[config.mk]
export PLATFORM = sky130hd
export DESIGN_NAME = pd_seq_top
export DESIGN_NICKNAME = d
export VERILOG_FILES = /design/src/rtl/pd_seq_pkg.sv /design/src/rtl/pd_seq_ctrl.sv /design/src/rtl/pd_seq_path.sv /design/src/rtl/pd_seq_top.sv
export SDC_FILE = /design/constraint.sdc
export NUM_CORES = 1
export LEC_CHECK = 0
export CORE_AREA = 8 8 76 78
export CTS_CLUSTER_SIZE = 28
export DETAILED_ROUTE_END_ITERATION = 8
export DIE_AREA = 0 0 84 86
export PLACE_DENSITY = 0.64
export SLEW_MARGIN = 20
export SYNTH_ARGS = -nofsm -noshare
export SYNTH_HDL_FRONTEND = slang
export SYNTH_SLANG_ARGS = --single-unit
[constraint.sdc]
create_clock -name clk -period 2.1 [get_ports clk]
set_clock_uncertainty 0.1 [all_clocks]
set_input_delay 0.63 -clock clk [delete_from_list [all_inputs] [get_ports clk]]
set_output_delay 0.63 -clock clk [all_outputs]
set_load 0.02 [all_outputs]
[src/rtl/pd_seq_pkg.sv]
package pd_seq_pkg;

  localparam int SYNC_DEPTH = 2;

  typedef enum logic [2:0] {
    ST_RUN,
    ST_PARK,
    ST_XOFF,
    ST_SLEEP,
    ST_XON,
    ST_SETTLE
  } seq_state_t;

  typedef struct packed {
    logic holdSet;
    logic holdClr;
    logic vcoOff;
    logic vcoOn;
    logic xtalOff;
    logic xtalOn;
  } seq_strobe_t;

endpackage

[src/rtl/pd_seq_ctrl.sv]
module pd_seq_ctrl
  import pd_seq_pkg::*;
#(
  parameter int PARK_CYC   = 4,
  parameter int SETTLE_CYC = 32768
) (
  input  logic        clk,
  input  logic        rstN,
  input  logic        pdAct,
  output seq_strobe_t strb
);

  localparam int MAX_C = (PARK_CYC > SETTLE_CYC) ? PARK_CYC : SETTLE_CYC;
  localparam int CNT_W = $clog2(MAX_C + 1);
  localparam logic [CNT_W-1:0] PARK_LAST   = CNT_W'(PARK_CYC - 1);
  localparam logic [CNT_W-1:0] SETTLE_LAST = CNT_W'(SETTLE_CYC - 1);

  seq_state_t st, stNext;
  logic [CNT_W-1:0] cnt, cntNext;

  always_comb begin
    stNext  = st;
    cntNext = cnt;
    strb    = '0;
    unique case (st)
      ST_RUN: begin
        if (pdAct) begin
          strb.holdSet = 1'b1;
          stNext       = ST_PARK;
          cntNext      = '0;
        end
      end
      ST_PARK: begin
        // entry is never aborted: pdAct is not consulted here
        if (cnt == PARK_LAST) begin
          strb.vcoOff = 1'b1;
          stNext      = ST_XOFF;
        end else begin
          cntNext = cnt + 1'b1;
        end
      end
      ST_XOFF: begin
        strb.xtalOff = 1'b1;
        stNext       = ST_SLEEP;
      end
      ST_SLEEP: begin
        if (!pdAct) begin
          strb.xtalOn = 1'b1;
          stNext      = ST_XON;
        end
      end
      ST_XON: begin
        strb.vcoOn = 1'b1;
        stNext     = ST_SETTLE;
        cntNext    = '0;
      end
      ST_SETTLE: begin
        if (cnt == SETTLE_LAST) begin
          strb.holdClr = 1'b1;
          stNext       = ST_RUN;
        end else begin
          cntNext = cnt + 1'b1;
        end
      end
      default: stNext = ST_RUN;
    endcase
  end

  always_ff @(posedge clk or negedge rstN) begin
    if (!rstN) begin
      st  <= ST_RUN;
      cnt <= '0;
    end else begin
      st  <= stNext;
      cnt <= cntNext;
    end
  end

  a_r1_entry_starts: assert property (@(posedge clk) disable iff (!rstN)
    (st == ST_RUN && pdAct) |=> (st == ST_PARK));

  a_r3_park_bounded: assert property (@(posedge clk) disable iff (!rstN)
    (st == ST_PARK) |-> (cnt <= PARK_LAST));

  a_r9_entry_not_aborted: assert property (@(posedge clk) disable iff (!rstN)
    (st == ST_PARK) |=> (st == ST_PARK || st == ST_XOFF));

  a_r11_settle_completes: assert property (@(posedge clk) disable iff (!rstN)
    (st == ST_SETTLE) |=> (st == ST_SETTLE || st == ST_RUN));

endmodule

[src/rtl/pd_seq_path.sv]
module pd_seq_path
  import pd_seq_pkg::*;
#(
  parameter int NSTOP = 3
) (
  input  logic             clk,
  input  logic             rstN,
  input  logic             pdReqN,
  input  logic [NSTOP-1:0] stopReqN,
  input  seq_strobe_t      strb,
  output logic             pdAct,
  output logic [NSTOP-1:0] stopHold,
  output logic             allHold,
  output logic             vcoEn,
  output logic             xtalEn
);

  logic [SYNC_DEPTH-1:0] pdSh;
  logic [NSTOP-1:0]      stopSync;
  logic                  pdHoldQ, vcoEnQ, xtalEnQ;

  always_ff @(posedge clk or negedge rstN) begin
    if (!rstN) pdSh <= '0;
    else       pdSh <= {pdSh[SYNC_DEPTH-2:0], ~pdReqN};
  end
  assign pdAct = pdSh[SYNC_DEPTH-1];

  for (genvar g = 0; g < NSTOP; g++) begin : gStop
    logic [SYNC_DEPTH-1:0] sh;
    always_ff @(posedge clk or negedge rstN) begin
      if (!rstN) sh <= '0;
      else       sh <= {sh[SYNC_DEPTH-2:0], ~stopReqN[g]};
    end
    assign stopSync[g] = sh[SYNC_DEPTH-1];
  end

  always_ff @(posedge clk or negedge rstN) begin
    if (!rstN) begin
      pdHoldQ <= 1'b0;
      vcoEnQ  <= 1'b1;
      xtalEnQ <= 1'b1;
    end else begin
      if (strb.holdSet)      pdHoldQ <= 1'b1;
      else if (strb.holdClr) pdHoldQ <= 1'b0;
      if (strb.vcoOff)       vcoEnQ  <= 1'b0;
      else if (strb.vcoOn)   vcoEnQ  <= 1'b1;
      if (strb.xtalOff)      xtalEnQ <= 1'b0;
      else if (strb.xtalOn)  xtalEnQ <= 1'b1;
    end
  end

  assign allHold  = pdHoldQ;
  assign stopHold = stopSync | {NSTOP{pdHoldQ}};
  assign vcoEn    = vcoEnQ;
  assign xtalEn   = xtalEnQ;

  a_r3_vco_off_needs_hold: assert property (@(posedge clk) disable iff (!rstN)
    !vcoEnQ |-> pdHoldQ);

  a_r4_xtal_off_needs_vco_off: assert property (@(posedge clk) disable iff (!rstN)
    !xtalEnQ |-> !vcoEnQ);

  a_r2_hold_precedes_vco_off: assert property (@(posedge clk) disable iff (!rstN)
    $fell(vcoEnQ) |-> $past(pdHoldQ));

  a_r8_release_with_osc_on: assert property (@(posedge clk) disable iff (!rstN)
    $fell(pdHoldQ) |-> (vcoEnQ && xtalEnQ));

endmodule

[src/rtl/pd_seq_top.sv]
module pd_seq_top
  import pd_seq_pkg::*;
#(
  parameter int PARK_CYC   = 4,
  parameter int SETTLE_CYC = 32768
) (
  input  logic clk,
  input  logic rstN,
  input  logic pdReqN,
  input  logic cpuStopN,
  input  logic pciStopN,
  input  logic sdramStopN,
  output logic cpuHold,
  output logic sdramHold,
  output logic pciHold,
  output logic refHold,
  output logic usbHold,
  output logic vcoEn,
  output logic xtalEn
);

  localparam int NSTOP = 3;

  seq_strobe_t      strb;
  logic             pdAct;
  logic             allHold;
  logic [NSTOP-1:0] stopHold;

  pd_seq_ctrl #(
    .PARK_CYC  (PARK_CYC),
    .SETTLE_CYC(SETTLE_CYC)
  ) ctrl_i (
    .clk  (clk),
    .rstN (rstN),
    .pdAct(pdAct),
    .strb (strb)
  );

  pd_seq_path #(
    .NSTOP(NSTOP)
  ) path_i (
    .clk     (clk),
    .rstN    (rstN),
    .pdReqN  (pdReqN),
    .stopReqN({sdramStopN, pciStopN, cpuStopN}),
    .strb    (strb),
    .pdAct   (pdAct),
    .stopHold(stopHold),
    .allHold (allHold),
    .vcoEn   (vcoEn),
    .xtalEn  (xtalEn)
  );

  assign cpuHold   = stopHold[0];
  assign pciHold   = stopHold[1];
  assign sdramHold = stopHold[2];
  assign refHold   = allHold;
  assign usbHold   = allHold;

endmodule

; ---- Word-level counts from Yosys, hierarchy flattened
; Cells that the tools add are included.
[op_classes]
addsub = 1
n_eq_ne = 13
muxes = 25
n_bitwise = 5
n_reduce_logical = 7
[ops]
columns = cell, count
row1 = case mux 16 bit (4 select lines), 1
row2 = 2-to-1 mux 16 bit, 3
row3 = case mux 3 bit (6 select lines), 1
row4 = "adder 16 x 1 -> 16 bit, second input constant", 1
row5 = "equality test 16 x 15 -> 1 bit, second input constant", 1
row6 = "equality test 16 x 2 -> 1 bit, second input constant", 1
row7 = 2-to-1 mux 1 bit, 16
row8 = 2-to-1 mux 3 bit, 4
row9 = AND reduction 4 bit, 2
row10 = "equality test 3 x 2 -> 1 bit, second input constant", 2
row11 = "equality test 3 bit, second input constant", 2
row12 = "!= test 2 x 1 -> 1 bit, second input constant", 3
row13 = "!= test 2 bit, second input constant", 3
row14 = nonzero test 2 bit, 3
row15 = NOT 1 bit, 4
row16 = nonzero test 4 bit, 1
row17 = "equality test 3 x 1 -> 1 bit, second input constant", 1
row18 = logical NOT 3 bit, 1
row19 = OR 3 bit, 1
[word_totals]
regBits = 30
input_bits = 6
out_inout_bits = 7
wordCells = 60

; ---- Depth between registers and ports, before layout
; Gate-level depths: netlist of run 1.
[depth]
ltp_word = 5
ltp_mapped = 7
mapped_depth_nobuf = 6

; ---- Modules after synthesis
; From an unflattened synthesis of run 1, not the netlist that was laid out.
[unflattened]
cells_unflattened = 171
hier_area_um2 = 1625.3
[modules_own_cells]
columns = mod, n_inst, cells_per_inst, area_per_inst_um2, seq_area_each_um2
row1 = pd_seq_ctrl, 1, 146, 1278.7, 475.5
row2 = pd_seq_path, 1, 24, 339.1, 277.8
row3 = pd_seq_top, 1, 1, 7.5, 0.0

; ---- Least setup slack after synthesis of run 1
; OpenSTA, ideal clock, no wires.
[synth_path]
path_kind = register to register
startpoint = register ctrl_i.cnt[0]
endpoint = register ctrl_i.cnt[12]
setup_ns = 0.124
arrival_ns = 1.737
required_ns = 1.876
slack_ns = 0.139
stages_incl_launch_ff = 7
n_path_buf = 0
synth_period_minus_slack_ns = 1.961
path_cell_list = dfrtp_1 > ha_1 > nand3_1 > or3_4 > or2_0 > and3_1 > a211o_1
[synth_between]
elab_chain_cells = 3
elab_cells_between_ends = 9
classes_between = add/sub (1) / eq/ne (4) / mux (3) / reduce/logical (1)
[synth_lines]
columns = element, line_no
row1 = "start, declared", pd_seq_ctrl.sv:19  ; logic [CNT_W-1:0] cnt, cntNext;
row2 = "start signal, assigned", pd_seq_ctrl.sv:75  ; cnt <= cntNext;
row3 = adder 16 x 1 -> 16 bit (tied with other cells), "pd_seq_ctrl.sv:39, pd_seq_ctrl.sv:62"
row4 = 2-to-1 mux 16 bit (tied with other cells), pd_seq_ctrl.sv:58  ; if (cnt == SETTLE_LAST) begin
row5 = case mux 16 bit (4 select lines) or AND reduction 4 bit (tied branches), -
; Several ways; a longest one is shown, not always the timed one. The select of a mux whose other input is x is not followed.
; A chain may end at the register's enable or synchronous reset.

; ---- Worst setup path in the final report of run 1
[layout_path]
startpoint = register path_i.pdHoldQ (netlist: path_i.allHold)
endpoint = output port sdramHold
[layout_between]
elab_chain_cells = 1
[layout_lines]
columns = element, line_no
row1 = "start, declared", pd_seq_path.sv:20  ; logic pdHoldQ, vcoEnQ, xtalEnQ;
row2 = "start signal, assigned", pd_seq_path.sv:39  ; pdHoldQ <= 1'b0;
row3 = "start signal, assigned", pd_seq_path.sv:43  ; if (strb.holdSet) pdHoldQ <= 1'b1;
row4 = "start signal, assigned", pd_seq_path.sv:44  ; else if (strb.holdClr) pdHoldQ <= 1'b0;
row5 = OR 3 bit, pd_seq_path.sv:53  ; assign stopHold = stopSync | {NSTOP{pdHoldQ}};
row6 = "end, declared", pd_seq_top.sv:14  ; output logic sdramHold,
; Every way passes these cells.

==> results of run 1 <==
[per-stage QoR]
stage | power, mW | instance area, um2 | setup slack [ps] | utilization | instances
after global routing | 2.55 | 1990 | 10.1 | 0.432 | 241
final | 2.41 | 1990 | 56.7 | 0.432 | 241
after CTS | 2.36 | 1930 | 10.7 | 0.420 | 241
after detailed placement | 1.63 | 1790 | 18.8 | 0.390 | 233
after floorplan | 1.38 | 1590 | 139 | - | 165
after global placement | 1.62 | 1790 | 46.2 | 0.390 | 233
[state kept, by name, indices dropped and copies added, names as in the netlist]
signal / cells
ctrl_i.cnt: 16
path_i.allHold: 1
path_i.vcoEn: 1
path_i.xtalEn: 1
ctrl_i.st: 3
path_i.pdSh: 2
path_i.gStop.sh: 6
[worst max-delay path: cells and delay by family (launching register included)]
kind                   cells  cell delay [ps]
DFF                        1              440
buffers and inverters      1              320
and+or+nand+nor            1              270
[routing by layer]
| metal | vias up | track usage |
|---|---|---|
| met5 | - | 0 |
| met4 | 0 | 0.0518 |
| met3 | 7 | 0.0360 |
| met2 | 28 | 0.161 |
| met1 | 626 | 0.121 |
| li1 | 645 | - |
[cell usage in the layout (no fill, tap or decap), drive strengths merged]
cell / count
nor4: 5
or3: 1
mux2i: 2
nor2: 11
o2bb2ai: 1
inv: 11
a31oi: 18
a211o: 1
nand3: 10
or2: 4
o21ai: 12
dfstp: 2
and3: 3
or2b: 1
buf: 11
o31ai: 2
dfrtp: 28
a21boi: 2
nand4: 4
clkdlybuf4s15: 2
clkbuf: 6
clkdlybuf4s50: 5
nor3b: 1
a21oi: 3
o211ai: 3
o221ai: 1
o22a: 1
bufinv: 2
or4: 1
dlygate4sd2: 5
nor3: 4
o21a: 1
a2bb2oi: 1
a32o: 1
nor2b: 1
nand2b: 3
nand2: 15
ha: 1
nor4b: 1
[cells by family after synthesis]
logic type                 Yosys count
adders and majority gates            1
DFF                                 30
buffers and inverters               20
AOI/OAI and AO/OA                   47
muxes                                2
and+or+nand+nor                     65
[final timing paths]
check                                       from                     to  slack [ps]
max                               path_i.allHold              sdramHold          60
min reg2reg                path_i.gStop[1].sh[0]  path_i.gStop[1].sh[1]         250
min                        path_i.gStop[1].sh[0]  path_i.gStop[1].sh[1]         250
max in group asynchronous                   rstN          path_i.xtalEn         950
max reg2reg                        ctrl_i.cnt[0]         ctrl_i.cnt[12]         120
min in group asynchronous                   rstN          ctrl_i.cnt[1]         630
[timing repair]
item	4_1_cts	5_1_grt
gates resized for setup	8	12
pin swaps	0	2
endpoints found under the setup margin	8	19
[power groups by stage]
stage | registers [mW] | logic (mW) | clock network (mW)
CTS | 0.858 | 0.747 | 0.750
floorplan | 0.844 | 0.541 | 0
finish | 0.879 | 0.791 | 0.735
global placement | 0.864 | 0.756 | 0
global route | 0.897 | 0.880 | 0.776
detailed placement | 0.865 | 0.763 | 0
[final cells by class]
cell class	count	area, um2	share of cell area
Clock inverter	2	60.1	0.0302
Clock buffer	6	82.6	0.0416
Timing Repair Buffer	23	209	0.105
Multi-Input combinational cell	115	771	0.388
Inverter	11	41.3	0.0208
Tap cell	54	67.6	0.0340
Sequential cell	30	756	0.380
==> summary.md, run 1 <==
| Metric | Value |
|---|---|
| Global-route wire length before repair | `5.98 mm` |
| Via count | `around 1300` |
| Routed met3 length | `176 um` |
| Compound-Gate Fraction of Synth Area | `0.198` |
| Antenna violations before repair | `0` |
| Ys async rst share | `1.00` |
| Post-synthesis adder-cell area fraction | `0.00789` |
| Post-synth EDFFs | `0` |
| Rows | `25` |
| Antenna violation net count after detailed routing | `0` |
| Initial core utilization | `0.345` |
| Largest net degree at the start of global routing | `31` |
| Area of the core | `4600 um2` |
| CP Capture Type | `primary output` |
| DP HPWL | `2.44 mm` |
| Ant. Diodes | `0` |
| Skew-Pair Late Insertion Delay | `280 ps` |
| Mapped Avg Cell Area | `between 9 and 10 um2` |
| Slowest Stage Delay on Critical Path | `440 ps` |
| Synth Area in XOR/XNOR | `0` |
| Seq pwr share | `0.365` |
| Most common cell in the synthesized netlist | `dfrtp_1` |
| Die Wd | `84 um` |
| Simple-gate share of the synthesized area | `0.233` |
| Post-synth top area share | `0.442` |
| WP data required | `about 1400 ps` |
| P_int | `1.55 mW` |
| Main synth FF type | `dfrtp_1` |
| Slew headroom | `0.640` |
| Final Net Count | `193` |
| Routed len/inst | `~15 um` |
| R2R depth | `6` |
| Largest family of logic cells by synthesized area | `simple AND/OR/NAND/NOR gates` |
| Peak VDD IR | `just under 0.7 mV` |
| CTS Buffer Depth | `2` |
| Yosys reg bits | `30` |
| TNS Setup | `0 ps` |
| Synth cell types | `47` |
| Final Critical Period | `2040 ps` |
| Worst-Margin Slew | `534 ps` |
| Syn-to-layout area delta | `25.2%` |
| Net switching power | `0.850 mW` |
| Total GRT Usage | `0.103` |
| RSZ-0062 raised after global routing | `false` |
| GR Overflow Total | `0` |
| Multiplexer share of the synthesized area | `0.0126` |
| Clock Pin Slew Worst Setup and Hold Paths | `~70 ps` |
| Worst setup SP type | `register` |
| Root Driver | `clkbuf_8` |
| CP Cell Sequence | `or2_2, dlygate4sd2_1` |
| Ys Warns | `0` |
| Gate Count Post-Synth | `165` |
| IO Pins | `13` |
| Post-CTS Hold Buffers | `0` |
| Hold path depth | `0` |
| Max cap viols | `0` |
| Vias per Instance | `5.42` |
| Worst hold path class | `reg -> reg` |
| Cts bufs inserted | `5` |
| Final Hold Violating Endpoints | `0` |
| Max layer used | `met4` |
| Full die area | `between 7000 and 8000 um2` |
| Switching part of the total | `0.354` |
| Iteration-0 DRC Markers | `75` |
| Fillers | `between 400 and 500` |
| WL final | `between 3 and 4 mm` |
| Combinational share of power | `0.329` |
| Top cell type by total area after synthesis | `dfrtp_1` |
| IO buf count | `12` |
| Status | `finished, final reports clean` |
| Fmax | `489 MHz` |
| Period utilisation layout | `0.973` |
| Share of cells above drive strength 1 | `0.230` |
| CP max-delay cell | `dfrtp_2` |
| Met1 wire length | `between 1.5 and 2 mm` |
| Worst Path Max Fanout | `7` |
| Setup bufs post-CTS | `0` |
| Clk sinks | `30` |
| Routability congestion estimate from global placement | `0.808` |
| CTS tree | `built` |
| Leak | `0.882 nW` |
| Die height | `86 um` |
| Pwr dens | `1210 nW/um2` |
| WL met2 | `1.61 mm` |
| CP Class | `reg -> out` |
| DRC viols | `0` |
| Setup-failing EPs final | `0` |
| Critical path arrival | `1310 ps` |
| First-pass DRT Iterations | `4` |
| Power share of the clock group | `0.306` |
| CTS H-Tree Depth | `2` |
| Worst hold slack | `249 ps` |
| Synth Cell Area | `~1600 um2` |
| Total nets after synthesis | `roughly 170` |
| Commonest cells post-synth | `28 x dfrtp_1, 18 x a31oi_1, 15 x nand2_1` |
| Fin. max-slew vios | `0` |
| Sequential share of the synthesized area | `0.475` |
| Vias in the first global route | `1267` |
| Largest cells by area after synthesis | `dfrtp_1 44%, a31oi_1 7.1%, nand2_1 3.5%` |
No activity file was read; power rests on OpenSTA's default activity.
==> run 2: changes to the inputs <==
CELL_PAD_IN_SITES_DETAIL_PLACEMENT = 2   (was default)
CELL_PAD_IN_SITES_GLOBAL_PLACEMENT = 2   (was default)
CORE_AREA = 8 8 79 81   (was 8 8 76 78)
DIE_AREA = 0 0 87 89   (was 0 0 84 86)
HOLD_SLACK_MARGIN = 0.1   (was default)
PLACE_DENSITY = 0.83   (was 0.64)
==> run 2 against run 1 <==
The run now ends with setup timing left. Utilization fell by 0.65 points. Sequential share of layout area shrank 2.2 points. Power up 0.68%. Sequential power grew 3.9%.
==> summary.md, run 2 (synthesized netlist as in run 1, its figures left out) <==
| Metric | Value |
|---|---|
| Status | `finished with violations (was finished, final reports clean)` |
| Violations in the final reports | `setup timing` |
| Vias in the first global route | `1703 (was 1267)` |
| Worst r2r dst | `ctrl_i.cnt[2] (was ctrl_i.cnt[12])` |
| IO Pins | `13 (unchanged)` |
| CP Capture Type | `register (was primary output)` |
| IO buf count | `12 (unchanged)` |
| WL final | `5.53 mm (was 3.55 mm)` |
| Fmax | `469 MHz (was 489 MHz)` |
| Skew-Pair Late Insertion Delay | `290 ps (was 280 ps)` |
| Area of the core | `4980 um2 (was 4600 um2)` |
| RSZ-0062 raised after global routing | `true (was false)` |
| Start point of the worst min-delay path | `path_i.gStop[2].sh[0] (was path_i.gStop[1].sh[0])` |
| Pwr Total | `2.42 mW (was 2.41 mW)` |
| Clk sinks | `30 (unchanged)` |
| Setup-failing EPs final | `1 (was 0)` |
| Iteration-0 DRC Markers | `60 (was 75)` |
| Worst-Margin Slew | `541 ps (was 534 ps)` |
| Most frequent cells in the layout | `24 x dfrtp_1, 23 x buf_4, 15 x nand2_1, 15 x a31oi_1 (was 26 x dfrtp_1, 17 x a31oi_1, 15 x nand2_1, 11 x inv_1, 11 x nor2_1)` |
| Register area | `758 um2 (was 756 um2)` |
| Final Critical Period | `2130 ps (was 2040 ps)` |
| Antenna violation net count after detailed routing | `0 (unchanged)` |
| Ant. Diodes | `0 (unchanged)` |
| Largest register by flop count | `ctrl_i.cnt (unchanged)` |
| Leak | `0.930 nW (was 0.882 nW)` |
| Cts bufs inserted | `5 (unchanged)` |
| DRC viols | `0 (unchanged)` |
| Worst hold path class | `reg -> reg (unchanged)` |
| Slew headroom | `0.636 (was 0.640)` |
| Initial core utilization | `0.319 (was 0.345)` |
| Vias per Instance | `5.32 (was 5.42)` |
| Routability congestion estimate from global placement | `0.949 (was 0.808)` |
| Combinational share of power | `0.417 (was 0.329)` |
| CTS tree | `built (unchanged)` |
| DP HPWL | `3.73 mm (was 2.44 mm)` |
| Area of the multi-input gates | `827 um2 (was 771 um2)` |
| Largest registers | `ctrl_i.cnt: 16 flops, path_i.gStop.sh: 6 flops, ctrl_i.st: 3 flops (unchanged)` |
| Global-route wire length before repair | `8.69 mm (was 5.98 mm)` |
| Worst hold slack | `251 ps (was 249 ps)` |
| Met2 Track Usage GR | `0.285 (was 0.161)` |
| Total GRT Usage | `0.149 (was 0.103)` |
| Fin area | `2120 um2 (was 1990 um2)` |
| Share of cells above drive strength 1 | `0.308 (was 0.230)` |
| Number of non-filler instances in the completed layout | `271 (was 241)` |
| CTS H-Tree Depth | `2 (unchanged)` |
| Area post-placement | `1840 um2 (was 1790 um2)` |
| CP Class | `reg -> reg (was reg -> out)` |
| Fillers | `543 (was 436)` |
| M1 GR Usage | `0.153 (was 0.121)` |
| Seq pwr share | `0.377 (was 0.365)` |
| Final Hold Violating Endpoints | `0 (unchanged)` |
| WP data required | `2140 ps (was 1370 ps)` |
| Die height | `89 um (was 86 um)` |
| Slack of the critical path | `-30.0 ps (was 56.7 ps)` |
| Power share of the clock group | `0.205 (was 0.306)` |
| Pwr dens | `1140 nW/um2 (was 1210 nW/um2)` |
| Final Net Count | `207 (was 193)` |
| Max reg flops | `16 (unchanged)` |
| Worst setup SP type | `register (unchanged)` |
| R2R depth | `7 (was 6)` |
| RR Startpoint | `ctrl_i.cnt[0] (unchanged)` |
| Peak VDD IR | `0.428 mV (was 0.672 mV)` |
| Period utilisation layout | `1.01 (was 0.973)` |
| Largest net degree at the start of global routing | `31 (unchanged)` |
| Clock Pin Slew Worst Setup and Hold Paths | `80 ps (was 70 ps)` |
| Placed cells | `254 (was 233)` |
| First-pass DRT Iterations | `4 (unchanged)` |
| Routed len/inst | `20.4 um (was 14.7 um)` |
| Grt peak-use layer | `met2 (unchanged)` |
| Syn-to-layout area delta | `33.5% (was 25.2%)` |
| Hold path depth | `0 (unchanged)` |
| Fin. max-slew vios | `0 (unchanged)` |
| Commonest non-fill, non-tap cell in the layout | `dfrtp_1 (unchanged)` |
| Antenna violations before repair | `0 (unchanged)` |
| CTS Buffer Depth | `2 (unchanged)` |
| Net switching power | `1.02 mW (was 0.850 mW)` |
| Rows | `26 (was 25)` |
| M3 GR Usage | `0.0331 (was 0.0360)` |
| Max cap viols | `0 (unchanged)` |
| Worst Path Max Fanout | `5 (was 7)` |
| Die Wd | `87 um (was 84 um)` |
| Minimum setup slack among reg-to-reg paths | `-30 ps (was 120 ps)` |
| Critical path arrival | `2170 ps (was 1310 ps)` |
| Worst min-delay path endpoint | `path_i.gStop[2].sh[1] (was path_i.gStop[1].sh[1])` |
| Full die area | `7740 um2 (was 7220 um2)` |
| Root Driver | `clkbuf_8 (unchanged)` |
| GR Overflow Total | `0 (unchanged)` |
| P_int | `1.40 mW (was 1.55 mW)` |
| Via count | `1441 (was 1306)` |
| Switching part of the total | `0.420 (was 0.354)` |
[run 2: worst max-delay path by stage]
stage	from	end	slack, ps	depth (start not counted)
final	ctrl_i.cnt[0]	ctrl_i.cnt[2]	-30	7
after global routing	ctrl_i.cnt[0]	ctrl_i.cnt[2]	-120	7
after CTS	ctrl_i.cnt[8]	ctrl_i.cnt[7]	-5	5
after detailed placement	ctrl_i.cnt[6]	ctrl_i.cnt[7]	-190	5
after global placement	ctrl_i.cnt[6]	ctrl_i.cnt[6]	30	6
after floorplan	ctrl_i.cnt[0]	ctrl_i.cnt[12]	140	6
[run 2: timing repair]
| item | in CTS | in global routing |
|---|---|---|
| setup endpoints to repair | 22 | 19 |
| gates resized for setup | 14 | 16 |
| gates cloned | 0 | 0 |
| hold endpoints to repair | 0 | 0 |
| buffers inserted | 1 | 8 |
| hold buffers | 0 | 0 |
| pin swaps | 1 | 9 |
[run 2: layout make-up]
class,instances,area share
Multi-Input combinational cell,115,0.390
Sequential cell,30,0.358
Timing Repair Buffer,37,0.146
Tap cell,70,0.0413
Clock buffer,6,0.0390
Inverter,11,0.0195
Clock inverter,2,0.00591
[run 2: power groups by stage]
| stage | clock network [mW] | registers (mW) | logic (mW) |
|---|---|---|---|
| floorplan | 0 | 0.844 | 0.541 |
| global placement | 0 | 0.855 | 0.784 |
| detailed placement | 0 | 0.870 | 0.849 |
| CTS | 0.513 | 0.884 | 0.875 |
| global route | 0.542 | 0.937 | 1.11 |
| finish | 0.498 | 0.913 | 1.01 |
[run 2: through the flow]
step                TNS, ps   util  worst slack (ps)
finish                -30.0  0.426             -30.0
global route           -826  0.426              -119
CTS                   -5.43  0.397             -5.43
detailed placement    -1970  0.369              -186
global placement          0  0.369              26.9
floorplan                 0      -               139
[run 2: layer usage]
metal  share of wire  vias up
li1                -      671
met1            0.41      735
met2            0.54       22
met3           0.026       13
met4           0.022        0
met5               0        -
[run 2: worst max-delay path, cell delays in order, from the launching register on]
cell	delay (ps)
dfrtp_1	440
ha_4	200
nand3_4	110
nor4_4	440
nand3_2	180
buf_6	190
a31oi_1	220
a31oi_1	80
==> run 3: changes to the inputs <==
CAP_MARGIN = 10   (was default)
==> results of run 3 <==
Final layout, timing and power as in run 2 (identical DEF).
